## config.mk

```make
export PLATFORM = sky130hd
export DESIGN_NAME = rdo_window_sel
export DESIGN_NICKNAME = d
export VERILOG_FILES = /design/src/rtl/rdo_window_sel.sv
export SDC_FILE = /design/constraint.sdc
export NUM_CORES = 1
export LEC_CHECK = 0
export ABC_AREA = 1
export BUFFER_PORTS_ARGS = -buffer_cell sky130_fd_sc_hd__buf_2
export CAP_MARGIN = 5
export CORE_UTILIZATION = 56
export CTS_CLUSTER_SIZE = 12
export DETAILED_ROUTE_END_ITERATION = 8
export GPL_ROUTABILITY_DRIVEN = 0
export GPL_TIMING_DRIVEN = 0
export PLACE_DENSITY_LB_ADDON = 0.12
export SETUP_SLACK_MARGIN = 0.4
export SYNTH_ARGS = -nofsm -noshare
export SYNTH_HDL_FRONTEND = slang
export SYNTH_SLANG_ARGS = --single-unit
```

## constraint.sdc

```tcl
create_clock -name clk -period 3.5 [get_ports clk]
set_input_delay 0.35 -clock clk [delete_from_list [all_inputs] [get_ports clk]]
set_output_delay 0.35 -clock clk [all_outputs]
set_load 0.1 [all_outputs]
```

## src/rtl/rdo_window_sel.sv

```systemverilog
module rdo_window_sel #(
  parameter int BIN_W  = 4,
  parameter int DATA_W = 16,
  parameter int DROP_W = 8,
  parameter int CENTER = 8
) (
  input  logic              clk,
  input  logic              rst_n,
  input  logic              evt_start,
  input  logic              in_valid,
  input  logic [BIN_W-1:0]  in_bin,
  input  logic [DATA_W-1:0] in_data,
  input  logic [2:0]        cfg_win_size,
  input  logic              cfg_earliest2,
  output logic              out_valid,
  output logic [BIN_W-1:0]  out_bin,
  output logic [DATA_W-1:0] out_data,
  output logic [DROP_W-1:0] drop_cnt,
  output logic              cfg_err
);
  localparam int NBINS = 1 << BIN_W;
  localparam int LW    = BIN_W + 1;
  localparam logic [DROP_W-1:0] DROP_MAX = {DROP_W{1'b1}};

  logic            size_ok;
  logic [2:0]      size_eff;
  logic [LW-1:0]   lo, hi, bin_x;
  logic            in_win;
  logic [1:0]      bcnt [NBINS];
  logic [1:0]      bin_eff, tot, tot_eff;
  logic            accept;

  assign size_ok  = (cfg_win_size == 3'd3) || (cfg_win_size == 3'd5) || (cfg_win_size == 3'd7);
  assign size_eff = size_ok ? cfg_win_size : 3'd7;
  assign lo       = LW'(CENTER) - LW'(size_eff >> 1);
  assign hi       = lo + LW'(size_eff) - LW'(1);
  assign bin_x    = {1'b0, in_bin};
  assign in_win   = (bin_x >= lo) && (bin_x <= hi);

  assign bin_eff = evt_start ? 2'd0 : bcnt[in_bin];
  assign tot_eff = evt_start ? 2'd0 : tot;
  assign accept  = in_valid && in_win && (bin_eff < 2'd2) &&
                   (!cfg_earliest2 || (tot_eff < 2'd2));

  always_ff @(posedge clk) begin
    if (!rst_n) begin
      for (int b = 0; b < NBINS; b++) bcnt[b] <= 2'd0;
      tot <= 2'd0;
    end else begin
      for (int b = 0; b < NBINS; b++) begin
        if (accept && (in_bin == BIN_W'(b)))
          bcnt[b] <= bin_eff + 2'd1;
        else if (evt_start)
          bcnt[b] <= 2'd0;
      end
      if (accept && (tot_eff < 2'd2))
        tot <= tot_eff + 2'd1;
      else
        tot <= tot_eff;
    end
  end

  always_ff @(posedge clk) begin
    if (!rst_n) begin
      out_valid <= 1'b0;
      out_bin   <= '0;
      out_data  <= '0;
      drop_cnt  <= '0;
      cfg_err   <= 1'b0;
    end else begin
      out_valid <= accept;
      if (accept) begin
        out_bin  <= in_bin;
        out_data <= in_data;
      end
      if (in_valid && !in_win && (drop_cnt != DROP_MAX))
        drop_cnt <= drop_cnt + DROP_W'(1);
      cfg_err <= !size_ok;
    end
  end
endmodule

```

==> results_dict.tcl <==
set metrics [dict create \
    outcome "complete, no violations" \
    numCtsBuffers 9 \
    grt_pass1_wl_um 12600 \
    nets 562 \
    initial_utilization 0.596 \
    wl_um 7650 \
    clock.fmax_mhz 356 \
    die-area_um2 6320 \
    clock_latency_ns 0.34 \
    ys_types 27 \
    vias 3079 \
    drive_above_1_share 0.176 \
    routedWlPerCell_um 12.8 \
    setup_tns_ns 0 \
    rows 27 \
    io_buffers 57 \
    yosys_register_bits 64 \
    die_w_um 79.5 \
    ys_warn_count 0 \
    yosys.cell_count.top_type "nand2_1" \
    synth_edf_count 32 \
    clock-root-buffer "clkbuf_8" \
    fin_crit_sh 0.804 \
    path_clk_slew_ns 0.07 \
    rsz0062_at_grt "no" \
    ios 58 \
    syn_inst 450 \
    syn_area_um2 3360 \
    fin_skew_ns 0.00770 \
    cts_max_level 3 \
    antenna_found_initial 0 \
    ctsHoldBuffers 0 \
    tightest_slew_ns 0.608 \
    cp_cell_sequence "buf_2 -> nand2_1 -> nor2_1 -> ha_1 -> inv_1 -> nor2_1 -> xor2_1 -> ha_1 -> nand3_1 -> nor2_1 -> o21ai_0 -> nand2_1 -> nor2_4 -> nand2_4 -> nor2_2 -> buf_4 -> nand2_1 -> nand2_1" \
    die_h_um 79.5 \
    cap_violations 0 \
    crit_slowest_cell "ha_1" \
    first_pass_iters 4 \
    finalPower_w 0.00193 \
    cts_tree "built" \
    grt_max_degree 12 \
    diodes 0 \
    crit_type "in2reg" \
    end_kind "flip-flop" \
    cp.required_ns 3.55 \
    synth.area.top_cells "edfxtp_1 (29%), dfxtp_1 (19%), nand2_1 (16%)" \
    post-dp-hpwl_um 5540 \
    ant_nets 0 \
    power_leakage_nw 1.91 \
    async_reset_ff_frac 0 \
    netlist.area_leader.share 0.286 \
    clockBufferDepth 2 \
    arrival_ns 2.86 \
    area_delta_synth_final_pct 17.6 \
    slew_headroom 0.593 \
    synth_ff_type "edfxtp_1" \
    setup_viol 0 \
    seq_area_frac_synth 0.476 \
    maxSlewViolCount 0 \
    final-hold-violation-count 0 \
    yosys-top-cells-count "nand2_1 (144), nor2_1 (96), inv_1 (34), dfxtp_1 (32), edfxtp_1 (32)" \
    gr-usage-all-layers 0.263 \
    cpPeakStageDelay_ns 0.26 \
    cellPowerDensity_nw_per_um2 487 \
    min_period_ns 2.81 \
    holdWs_ns 0.263 \
    crit_top_cell "nand2_1" \
    synth_nets 492 \
    remaining_drc_errors 0 \
    overflow 0 \
    cp_max_fo 10 \
    cts_sinks 64 \
    grt_pass1_vias 2850 \
    routed_via_density 5.17 \
    peakVddDrop_mv 0.317 \
    synth_area_leader_cell "edfxtp_1" \
    core_region_area_um2 5640 \
    critPathLaunchType "input port" \
    syn_avg_cell_area_um2 7.48 \
    hold_class "in2reg" \
    drt_iter0_drc 130 \
]
flip-flops by register name, summed over array words and instances (netlist names):
| register | flops |
|---|---|
| cfg_err | 1 |
| out_bin | 4 |
| out_data | 16 |
| bcnt | 32 |
| drop_cnt | 8 |
| out_valid | 1 |
| tot | 2 |
layer usage:
layer,global-route usage,share of wire,vias up
li1,-,-,1577
met4,0.125,0.021,0
met5,0,0,-
met3,0.0446,0.051,15
met2,0.411,0.46,97
met1,0.351,0.47,1390
cells in the final DEF, fill, tap and decap left out, types with 10 or more instances in the layout:
cell and n:
a21oi_1 19, buf_2 59, clkbuf_8 12, dfxtp_1 32, edfxtp_1 32, ha_1 14
inv_1 34, nand2_1 144, nand3_1 10, nand4_1 10, nor2_1 95, o21ai_0 26
kinds of logic (layout without fill, tap and decap cells):
family / Yosys count / count (layout) / share of synthesized area
fa+ha+maj: 14 / 14 / 0.0521
buf+inv: 52 / 126 / 0.0692
other cells: 1 / 1 / 0.00111
flops: 64 / 64 / 0.476
simple gates: 270 / 270 / 0.322
compound gates: 46 / 46 / 0.0718
xor+xnor: 3 / 3 / 0.00781
per-stage QoR:
stage	cell area (µm²)	setup WS, ns	cells	utilization
floorplan	3360	0.770	450	-
global placement	3740	0.232	579	0.663
detailed placement	3740	0.211	579	0.663
CTS	3940	0.569	594	0.698
global route	3960	0.461	596	0.701
finish	3960	0.687	596	0.701
critical path, delay by kind of cell:
family / cells / cell delay, ns
and+or+nand+nor: 11 / 1.36
adders and majority gates: 2 / 0.49
AOI/OAI and AO/OA: 1 / 0.15
buffers and inverters: 3 / 0.35
xor gates and xnor gates: 1 / 0.16
path summary, 6_finish.rpt:
path / startpoint / endpoint / slack [ns] / depth (start not counted)
worst min-delay path: in_data[15] / out_data[15] / 0.26 / 3
worst min register to register: out_data[8] / out_data[8] / 0.48 / 2
worst max register to register: bcnt[11][1] / bcnt[6][1] / 1.40 / 12
worst max-delay path: cfg_win_size[2] / bcnt[6][1] / 0.69 / 18
report_power, final:
| part | switching [W] | total [W] | internal [W] |
|---|---|---|---|
| Clock | 0.000277 | 0.000629 | 0.000352 |
| Combinational | 0.000349 | 0.000443 | 0.0000941 |
| Sequential | 0.0000192 | 0.000855 | 0.000836 |
| Total | 0.000646 | 0.00193 | 0.00128 |
final cells by class:
| type | count | area, µm² |
|---|---|---|
| fillers | 457 | 1680 |
| flip-flops and latches | 64 | 1600 |
| multi-input cells | 334 | 1530 |
| repair buffers | 59 | 300 |
| clock buffers | 13 | 190 |
| inverters | 36 | 136 |
| plain buffers | 16 | 96.3 |
| well taps | 72 | 90.1 |
| clock inverters | 2 | 10.0 |
repair_timing:
action / 4_1_cts / 5_1_grt
buffers inserted: 0 / 2
setup endpoints to repair: 0 / 30
resized for setup: 0 / 1
No activity file was read; power rests on OpenSTA's default activity.
